**src/rtl/offset_mod6_pkg.sv**
```systemverilog
package offset_mod6_pkg;
  typedef enum logic [1:0] {
    SRC_NONE  = 2'd0,
    SRC_RESET = 2'd1,
    SRC_EXT   = 2'd2,
    SRC_WRAP  = 2'd3
  } load_src_e;
endpackage

```
**src/rtl/offset_mod6_detect.sv**
```systemverilog
module offset_mod6_detect #(
  parameter int WIDTH    = 4,
  parameter int TERMINAL = 14
) (
  input  logic [WIDTH-1:0] q_i,
  output logic             term_hit_o
);
  localparam logic [WIDTH-1:0] TERM_V = TERMINAL[WIDTH-1:0];

  logic [WIDTH-1:0] bit_match;

  genvar i;
  generate
    for (i = 0; i < WIDTH; i++) begin : g_match
      assign bit_match[i] = ~(q_i[i] ^ TERM_V[i]);
    end
  endgenerate

  assign term_hit_o = &bit_match;
endmodule

```
**src/rtl/offset_mod6_ctrl.sv**
```systemverilog
module offset_mod6_ctrl
  import offset_mod6_pkg::*;
#(
  parameter int WIDTH  = 4,
  parameter int PRESET = 9
) (
  input  logic             rst_i,
  input  logic             ext_ld_i,
  input  logic [WIDTH-1:0] ext_data_i,
  input  logic             cnt_en_i,
  input  logic             term_hit_i,
  output logic             core_ld_o,
  output logic [WIDTH-1:0] core_data_o,
  output logic             wrap_next_o
);
  localparam logic [WIDTH-1:0] PRESET_V = PRESET[WIDTH-1:0];

  load_src_e src;

  always_comb begin
    if (rst_i)                        src = SRC_RESET;
    else if (ext_ld_i)                src = SRC_EXT;
    else if (cnt_en_i && term_hit_i)  src = SRC_WRAP;
    else                              src = SRC_NONE;
  end

  always_comb begin
    core_ld_o   = (src != SRC_NONE);
    core_data_o = (src == SRC_EXT) ? ext_data_i : PRESET_V;
    wrap_next_o = (src == SRC_WRAP);
  end
endmodule

```
**src/rtl/offset_mod6_core.sv**
```systemverilog
module offset_mod6_core #(
  parameter int WIDTH = 4
) (
  input  logic             clk,
  input  logic             rst,
  input  logic             en_i,
  input  logic             ld_i,
  input  logic [WIDTH-1:0] d_i,
  output logic [WIDTH-1:0] q_o,
  output logic             carry_o
);
  logic [WIDTH-1:0] q;
  logic [WIDTH-1:0] tog;

  assign tog[0] = en_i;
  genvar i;
  generate
    for (i = 1; i < WIDTH; i++) begin : g_chain
      assign tog[i] = tog[i-1] & q[i-1];
    end
  endgenerate

  always_ff @(posedge clk) begin
    if (ld_i) q <= d_i;
    else      q <= q ^ tog;
  end

  assign q_o     = q;
  assign carry_o = tog[WIDTH-1] & q[WIDTH-1];

  // carry on enabled increment means the next value is zero
  a_r6_carry_rolls: assert property (@(posedge clk) disable iff (rst)
    (!ld_i && carry_o) |=> (q == '0));
endmodule

```
**src/rtl/offset_mod6_seq.sv**
```systemverilog
module offset_mod6_seq
  import offset_mod6_pkg::*;
#(
  parameter int WIDTH    = 4,
  parameter int PRESET   = 9,
  parameter int TERMINAL = 14
) (
  input  logic             clk,
  input  logic             rst,
  input  logic             cnt_en,
  input  logic             ld,
  input  logic [WIDTH-1:0] ld_data,
  output logic [WIDTH-1:0] count,
  output logic             carry_out,
  output logic             wrap
);
  localparam logic [WIDTH-1:0] PRESET_V = PRESET[WIDTH-1:0];
  localparam logic [WIDTH-1:0] TERM_V   = TERMINAL[WIDTH-1:0];

  logic             term_hit;
  logic             core_ld;
  logic [WIDTH-1:0] core_data;
  logic             wrap_next;
  logic             wrap_q;

  offset_mod6_detect #(.WIDTH(WIDTH), .TERMINAL(TERMINAL)) u_detect (
    .q_i        (count),
    .term_hit_o (term_hit)
  );

  offset_mod6_ctrl #(.WIDTH(WIDTH), .PRESET(PRESET)) u_ctrl (
    .rst_i       (rst),
    .ext_ld_i    (ld),
    .ext_data_i  (ld_data),
    .cnt_en_i    (cnt_en),
    .term_hit_i  (term_hit),
    .core_ld_o   (core_ld),
    .core_data_o (core_data),
    .wrap_next_o (wrap_next)
  );

  offset_mod6_core #(.WIDTH(WIDTH)) u_core (
    .clk     (clk),
    .rst     (rst),
    .en_i    (cnt_en),
    .ld_i    (core_ld),
    .d_i     (core_data),
    .q_o     (count),
    .carry_o (carry_out)
  );

  always_ff @(posedge clk) begin
    if (rst) wrap_q <= 1'b0;
    else     wrap_q <= wrap_next;
  end
  assign wrap = wrap_q;

  // reset presets, even with load asserted
  a_r1_reset_preset: assert property (@(posedge clk)
    rst |=> (count == PRESET_V && !wrap));
  // increment off the terminal value
  a_r2_increment: assert property (@(posedge clk) disable iff (rst)
    (!ld && cnt_en && count != TERM_V) |=> (count == $past(count) + 1'b1));
  // terminal value reloads the preset
  a_r3_reload: assert property (@(posedge clk) disable iff (rst)
    (!ld && cnt_en && count == TERM_V) |=> (count == PRESET_V));
  // external load wins over count and reload
  a_r4_load: assert property (@(posedge clk) disable iff (rst)
    ld |=> (count == $past(ld_data) && !wrap));
  // hold keeps the value and raises no pulse
  a_r5_hold: assert property (@(posedge clk) disable iff (rst)
    (!ld && !cnt_en) |=> ($stable(count) && !wrap));
  // the pulse only ever accompanies the preset value
  a_r7_wrap_value: assert property (@(posedge clk) disable iff (rst)
    wrap |-> (count == PRESET_V));
endmodule

```
**config.mk**
```make
export PLATFORM = sky130hd
export DESIGN_NAME = offset_mod6_seq
export DESIGN_NICKNAME = d
export VERILOG_FILES = /design/src/rtl/offset_mod6_pkg.sv /design/src/rtl/offset_mod6_detect.sv /design/src/rtl/offset_mod6_ctrl.sv /design/src/rtl/offset_mod6_core.sv /design/src/rtl/offset_mod6_seq.sv
export SDC_FILE = /design/constraint.sdc
export NUM_CORES = 1
export LEC_CHECK = 0
export ABC_AREA = 1
export BUFFER_PORTS_ARGS = -buffer_cell sky130_fd_sc_hd__buf_2
export CAP_MARGIN = 15
export CORE_AREA = 2 2 39 41
export DETAILED_ROUTE_END_ITERATION = 8
export DIE_AREA = 0 0 41 43
export GPL_TIMING_DRIVEN = 0
export PLACE_DENSITY_LB_ADDON = 0.15
export SLEW_MARGIN = 30
export SYNTH_ARGS = -nofsm -noshare
export SYNTH_HDL_FRONTEND = slang
export SYNTH_SLANG_ARGS = --single-unit
```
**constraint.sdc**
```tcl
create_clock -name clk -period 2.7 [get_ports clk]
set_input_delay 0 -clock clk [delete_from_list [all_inputs] [get_ports clk]]
set_output_delay 0 -clock clk [all_outputs]
set_load 0.01 [all_outputs]
```
==> impl_metrics.toml, run 1 <==
[yosys]
ys_seq_elements = 5
synth.cell_area_um2 = 273
ys_seq_area_share_pct = 36.7
synth_area_per_cell_um2 = 8.52
yosysWarnings = 0
ys_types = 10
synth_fp_nets = 44
syn_inst = 32

[grt]
grt_overflow = 0
grt_pass1_wl_um = 862
grt_pass1_vias = 236
antenna_found_initial = 0
grtUsageTotal_pct = 8.34
grt_start_max_net_pins = 7

[die]
num_rows = 14
die-area_um2 = 1760
initial_utilization_pct = 19.7
die_w_um = 41
pin_count = 14
die_h_um = 43
core_area_um2 = 1380

[min_path]
min_path_cells = 3
min_to = "u_core.q_o[1]"
hold_class = "primary input to flip-flop"
min-delay-start = "ld_data[1]"

[power]
p_leak_nw = 0.214
finalPower_uw = 202
cellPowerDensity_nw_per_um2 = 512
peakVddDrop_v = 0.000125

[critical_path]
reg2reg_from = "u_core.q_o[0]"
crit_type = "flip-flop to primary output"
path_buf_inv = 1
max_stage_delay_ns = 0.32
r2r-end = "u_core.q_o[3]"
crit_path_end_kind = "primary output"
arrival_ns = 1.41
cpMostUsedCell = "ha_1"
path_max_fanout = 3
r2r_cells = 6
startpoint = "u_core.q_o[0]"
crit_family = "adder cells"
path_cells = "ha_1 -> ha_1 -> ha_1 -> ha_1 -> buf_2"
crit_required_ns = 2.70
cp_slowest_cell = "dfxtp_1"
worst_setup_path_start_kind = "flip-flop"
reg2reg_slack_ns = 1.34

[status]
violations = "hold timing"
status = "finished, violations left"

[timing]
final_max_slew_viol_count = 0
holdWs_ns = -0.00183
setup_viol = 0
timing.final.crit_share_pct = 52.1
tns_ns = 0
period_minus_slack_ns = 1.41
max_slew_margin_pct = 90.5
fin_skew_ns = 0.00283
finalHoldViolCount = 1
rsz0062_at_grt = "false"
fmax_mhz = 710
worst_pin_slew_ns = 0.143

[routing]
ant_nets = 0
drc_errors = 0
dr.first_iter.drc_count = 7
dr.pass1.iters = 4
wl_per_cell_um = 7.80
totalWireLength_um = 515
vias = 273
vias_per_cell = 4.14

[layout]
diodes = 0
nets = 63
final_cell_count_no_fill = 66
drive_gt1_share_pct = 42.0
syn_to_final_growth_pct = 44.5
finish.utilization_pct = 28.5

[cts]
cts_tree = "yes"
root_buffer = "clkbuf_4"
clock_latency_ns = 0.24
cts_buffers = 3
ctsHtreeMaxLevel = 1
cts.clk_slew.worst_paths_ns = 0.04
clock-sinks = 5
post_cts_buffers = 0
clockBufferDepth = 2

[flow_run]
cap_viol_max_count = 0

[placement]
port-buffer-count = 13
dp.cells = 61
gp_congestion = 0.708
==> stage by stage <==
stage / setup slack, ns / instance area [µm²]
final: 1.29 / 394
after floorplan: 1.35 / 273
after detailed placement: 1.33 / 358
after global placement: 1.33 / 358
after CTS: 1.28 / 394
after global routing: 1.21 / 394
==> per-layer routing <==
metal | vias up | wire, µm | global-route usage (%)
met5 | - | 0 | 0
met4 | 0 | 46 | 14.0
met3 | 5 | 36 | 3.14
met2 | 14 | 211 | 9.06
met1 | 112 | 220 | 8.71
li1 | 142 | - | -
==> cell type report <==
type	instances	area, µm²
repair buffers	14	75.1
fillers	157	990
well taps	16	20.0
flip-flops and latches	5	100
clock buffers	4	26.3
inverters	2	7.51
multi-input cells	25	165
==> power breakdown <==
| group | leakage, nW | switching (mW) | internal, mW |
|---|---|---|---|
| Sequential | 0.0414 | 0.00370 | 0.0794 |
| Clock | 0.0150 | 0.0296 | 0.0558 |
| Combinational | 0.158 | 0.0173 | 0.0160 |
| Total | 0.214 | 0.0506 | 0.151 |
==> tightest hold or removal path: stages <==
cell     delay (ns)
buf_2          0.08
nand3_1        0.07
nand2_1        0.06
==> synth_stat cells <==
library cell,count,area share [%]
nor2_2,1,2.3
nand2_2,2,4.6
nand3b_1,2,5.5
dfxtp_1,5,37
nor3_2,1,3.7
inv_1,2,2.8
nor2_4,1,4.1
nand2_1,8,11
ha_1,4,18
nand3_1,6,11
==> how the worst max path moves through the flow <==
stage | to | slack [ns] | cells after the start
3_5_place_dp | u_core.q_o[3] | 1.33 | 6
4_1_cts | carry_out | 1.28 | 5
5_1_grt | carry_out | 1.21 | 5
3_3_place_gp | u_core.q_o[3] | 1.33 | 6
2_1_floorplan | u_core.q_o[3] | 1.35 | 6
6_report | carry_out | 1.29 | 5
==> cells by family (layout without fill, tap and decap cells) <==
| family | after synthesis | count (layout) | share of synthesized area [%] |
|---|---|---|---|
| AND/OR/NAND/NOR | 21 | 21 | 42.2 |
| buffers and inverters | 2 | 20 | 2.75 |
| flip-flops | 5 | 5 | 36.7 |
| adder cells (fa/ha/maj) | 4 | 4 | 18.3 |
==> placed cells by master, fill, tap and decap left out <==
master,count
buf_2,13
nand2_1,8
nand3_1,6
dfxtp_1,5
ha_1,4
clkbuf_4,3
inv_1,2
nand2_2,2
nand3b_1,2
nor2_2,1
nor2_4,1
nor3_2,1
clkbuf_1,1
dlygate4sd3_1,1
==> timing repair <==
action | in CTS | in global routing
setup endpoints to repair | 0 | 0
hold buffers | 1 | 0
resized for setup | 0 | 0
endpoints found under the hold margin | 1 | 0
==> flip-flops by register name, indices dropped and copies added, names as in the netlist <==
name and cells:
wrap 1, u_core.q_o 4
Note: power is estimated with default switching activity, not from simulation.
==> run 2, diff against run 1 <==
- clock period: 2.7 -> 1.19 ns (I/O delays scaled with it)
==> impl_metrics.toml, run 2 (synthesis results as in run 1) <==
[layout]
diodes = 0
syn_to_final_growth_pct = 78.4
final_common_cell = "buf_2"
stdcell_area_um2 = 487
largest_reg_flops = 4
nets = 66
drive_gt1_share_pct = 52.8
nFillCells = 160
final_cell_count_no_fill = 69
finish.utilization_pct = 35.2
final_cell_mix = "12 x buf_2, 8 x nand2_1, 5 x nand3_1, 4 x ha_4, 4 x dfxtp_1"

[placement]
gp_congestion = 0.694
post-dp-hpwl_um = 499
placed_area_um2 = 417
port-buffer-count = 13
dp.cells = 61

[critical_path]
arrival_ns = 1.31
crit_family = "adder cells"
crit_path_end_kind = "primary output"
path_buf_inv = 1
crit_type = "flip-flop to primary output"
crit_required_ns = 1.19
path_cells = "ha_4 -> ha_4 -> ha_4 -> ha_4 -> buf_6"
reg2reg_slack_ns = -0.04
worst_setup_path_start_kind = "flip-flop"
cpMostUsedCell = "ha_4"
cp_slowest_cell = "dfxtp_4"
max_stage_delay_ns = 0.34
path_max_fanout = 2

[grt]
grt_pass1_wl_um = 972
grt_overflow = 0
grt_pass1_vias = 259
grtUsageTotal_pct = 8.94
grt_start_max_net_pins = 7
antenna_found_initial = 0

[timing]
max_slew_margin_pct = 89.5
worst_slack_ns = -0.119
fmax_mhz = 764
holdWs_ns = 0.0271
setup_viol = 2
fin_skew_ns = 0.00359
finalHoldViolCount = 0
worst_pin_slew_ns = 0.157
rsz0062_at_grt = "true"
period_minus_slack_ns = 1.31
final_max_slew_viol_count = 0
timing.final.crit_share_pct = 110

[routing]
ant_nets = 0
drc_errors = 0
totalWireLength_um = 595
dr.first_iter.drc_count = 2
dr.pass1.iters = 3
vias = 279
wl_per_cell_um = 8.62
vias_per_cell = 4.04

[cts]
root_buffer = "clkbuf_4"
clock_latency_ns = 0.25
clockBufferDepth = 2
cts_buffers = 3
ctsHtreeMaxLevel = 1
cts_tree = "yes"
cts.clk_slew.worst_paths_ns = 0.04
clock-sinks = 5

[power]
p_sw_uw = 129
finalPower_uw = 491
peakVddDrop_v = 0.000393
combPwrFrac_pct = 20.7
sw_frac_of_total_pct = 26.3
p_leak_nw = 0.226
seq_power_share_pct = 39.2
cellPowerDensity_nw_per_um2 = 1010
clock_power_share_pct = 40.1
p_int_uw = 362

[min_path]
hold_class = "primary input to flip-flop"

[flow_run]
cap_viol_max_count = 0

[die]
initial_utilization_pct = 19.7
num_rows = 14
die_h_um = 43
pin_count = 14
die-area_um2 = 1760
die_w_um = 41
core_area_um2 = 1380

[status]
status = "finished, violations left"
violations = "setup timing"
run 2: changes by cell type in the layout (fill, tap and decap cells not counted):
cell           before  now
ha_1                4    0
ha_4                0    4
dlygate4sd3_1       1    3
buf_2              13   12
buf_4               0    1
buf_6               0    1
dfxtp_1             5    4
dfxtp_4             0    1
nand3_1             6    5
nand3_2             0    1
run 2: final timing paths:
| path | start | end | cells after the start |
|---|---|---|---|
| worst max-delay path | u_core.q_o[0] | carry_out | 5 |
| worst min-delay path | ld | wrap | 2 |
| worst max register to register | u_core.q_o[0] | u_core.q_o[3] | 6 |
| worst min register to register | u_core.q_o[0] | u_core.q_o[0] | 3 |
run 2: cell type report:
type,instances,area [µm²],share of cell area [%]
clock buffers,4,26.3,5.40
inverters,2,7.51,1.54
multi-input cells,25,220,45.2
flip-flops and latches,5,104,21.3
well taps,16,20.0,4.11
repair buffers,17,109,22.4
run 2: metal layers:
| layer | GRT usage, % | share of wire, % | vias up | wire length [µm] |
|---|---|---|---|---|
| met5 | 0 | 0 | - | 0 |
| met4 | 10.0 | 4.5 | 0 | 27 |
| met3 | 3.14 | 11 | 3 | 68 |
| met2 | 13.4 | 48 | 14 | 283 |
| met1 | 8.06 | 36 | 113 | 215 |
| li1 | - | - | 149 | - |
run 2: through the flow:
step	worst slack (ns)	TNS [ns]
2_1_floorplan	-0.0280	-0.0280
3_3_place_gp	-0.0398	-0.0398
3_5_place_dp	-0.0586	-0.0586
4_1_cts	-0.138	-0.191
5_1_grt	-0.150	-0.222
6_report	-0.119	-0.160
run 2: power by group through the flow:
stage | combinational [mW] | sequential [mW] | clock [mW]
global placement | 0.0881 | 0.197 | 0
finish | 0.102 | 0.193 | 0.197
CTS | 0.105 | 0.193 | 0.210
floorplan | 0.0458 | 0.203 | 0
detailed placement | 0.0916 | 0.198 | 0
global route | 0.119 | 0.195 | 0.214
run 2: timing repair:
item	CTS	global route
setup endpoints to repair	2	2
setup buffers	1	0
hold buffers	3	0
gates resized for setup	1	0
endpoints found under the hold margin	3	0
pin swaps	1	0
==> run 3, diff against run 2 <==
- SKIP_CTS_REPAIR_TIMING: unset -> 1
==> impl_metrics.toml, run 3 (synthesis results as in run 1) <==
[status]
status = "finished, violations left"
violations = "hold timing, setup timing"

[routing]
totalWireLength_um = 577
ant_nets = 0
drc_errors = 0
vias_per_cell = 4.06
wl_per_cell_um = 8.74
vias = 268
dr.pass1.iters = 3
dr.first_iter.drc_count = 2

[placement]
placed_area_um2 = 417
post-dp-hpwl_um = 499
dp.cells = 61
port-buffer-count = 13
gp_congestion = 0.694

[timing]
setup_viol = 2
worst_pin_slew_ns = 0.158
rsz0062_at_grt = "true"
fmax_mhz = 757
worst_slack_ns = -0.131
period_minus_slack_ns = 1.32
holdWs_ns = -0.00964
tns_ns = -0.183
max_slew_margin_pct = 89.5
fin_skew_ns = 0.00359
final_max_slew_viol_count = 0
finalHoldViolCount = 1
timing.final.crit_share_pct = 111

[cts]
clockBufferDepth = 2
clock-sinks = 5
root_buffer = "clkbuf_4"
cts_buffers = 3
ctsHtreeMaxLevel = 1
cts_tree = "yes"
clock_latency_ns = 0.25
cts.clk_slew.worst_paths_ns = 0.04

[layout]
stdcell_area_um2 = 459
finish.utilization_pct = 33.2
drive_gt1_share_pct = 54.0
nets = 63
final_cell_mix = "12 x buf_2, 8 x nand2_1, 5 x nand3_1, 4 x ha_4, 4 x dfxtp_1"
syn_to_final_growth_pct = 68.3
largest_reg_flops = 4
diodes = 0
nFillCells = 161
final_cell_count_no_fill = 66
final_common_cell = "buf_2"

[die]
die-area_um2 = 1760
initial_utilization_pct = 19.7
die_w_um = 41
core_area_um2 = 1380
pin_count = 14
die_h_um = 43
num_rows = 14

[critical_path]
reg2reg_from = "u_core.q_o[0]"
crit_type = "flip-flop to primary output"
crit_path_end_kind = "primary output"
startpoint = "u_core.q_o[0]"
worst_setup_path_start_kind = "flip-flop"
arrival_ns = 1.32
crit_required_ns = 1.19
cpMostUsedCell = "ha_4"
cp_slowest_cell = "dfxtp_4"
path_max_fanout = 3
max_stage_delay_ns = 0.35
path_cells = "ha_4 -> ha_4 -> ha_4 -> ha_4 -> buf_6"

[grt]
antenna_found_initial = 0
grt_pass1_wl_um = 924
grt_pass1_vias = 235
grt_start_max_net_pins = 7
grtUsageTotal_pct = 8.64
grt_overflow = 0

[flow_run]
cap_viol_max_count = 0

[min_path]
min-delay-start = "ld_data[1]"
hold_class = "primary input to flip-flop"

[power]
p_leak_nw = 0.213
peakVddDrop_v = 0.000381
cellPowerDensity_nw_per_um2 = 1050
[run 3: cell types whose count changed in the layout (fill, tap and decap cells not counted), sizes merged]
cell	change
buf	-1
dlygate4sd3	-2
[run 3: stage by stage]
step | setup slack [ns] | power [mW]
5_1_grt | -0.162 | 0.518
3_3_place_gp | -0.0398 | 0.286
4_1_cts | -0.166 | 0.496
3_5_place_dp | -0.0586 | 0.290
2_1_floorplan | -0.0280 | 0.249
6_report | -0.131 | 0.482
[run 3: worst paths after layout]
check | end | slack [ns] | depth (start not counted)
max | carry_out | -0.13 | 5
min | u_core.q_o[1] | -0.01 | 3
max reg2reg | u_core.q_o[3] | -0.05 | 6
min reg2reg | u_core.q_o[0] | 0.62 | 3
[run 3: cell type report]
class                           count  area [µm²]  area share, %
Clock buffer                        4        26.3           5.72
Inverter                            2        7.51           1.63
Multi-Input combinational cell     25         220           48.0
Sequential cell                     5         104           22.6
Tap cell                           16        20.0           4.36
Timing Repair Buffer               14        81.3           17.7
[run 3: where the power goes]
part | switching, mW | internal (mW)
clock | 0.0703 | 0.127
sequential | 0.0139 | 0.180
combinational | 0.0439 | 0.0474
[run 3: layer usage]
metal  part of all wire (%)  vias up  global-route usage, %
met1                     36      108                   8.06
met3                     12        3                   3.14
met4                    4.7        0                   10.0
met2                     48       14                   12.5
li1                       -      143                      -
met5                      0        -                      0
[run 3: worst max-delay path: cells and delay by family (launching register included)]
kind / cells / cell delay (ns)
adders and majority gates: 4 / 0.61
buffers and inverters: 1 / 0.11
DFF: 1 / 0.35
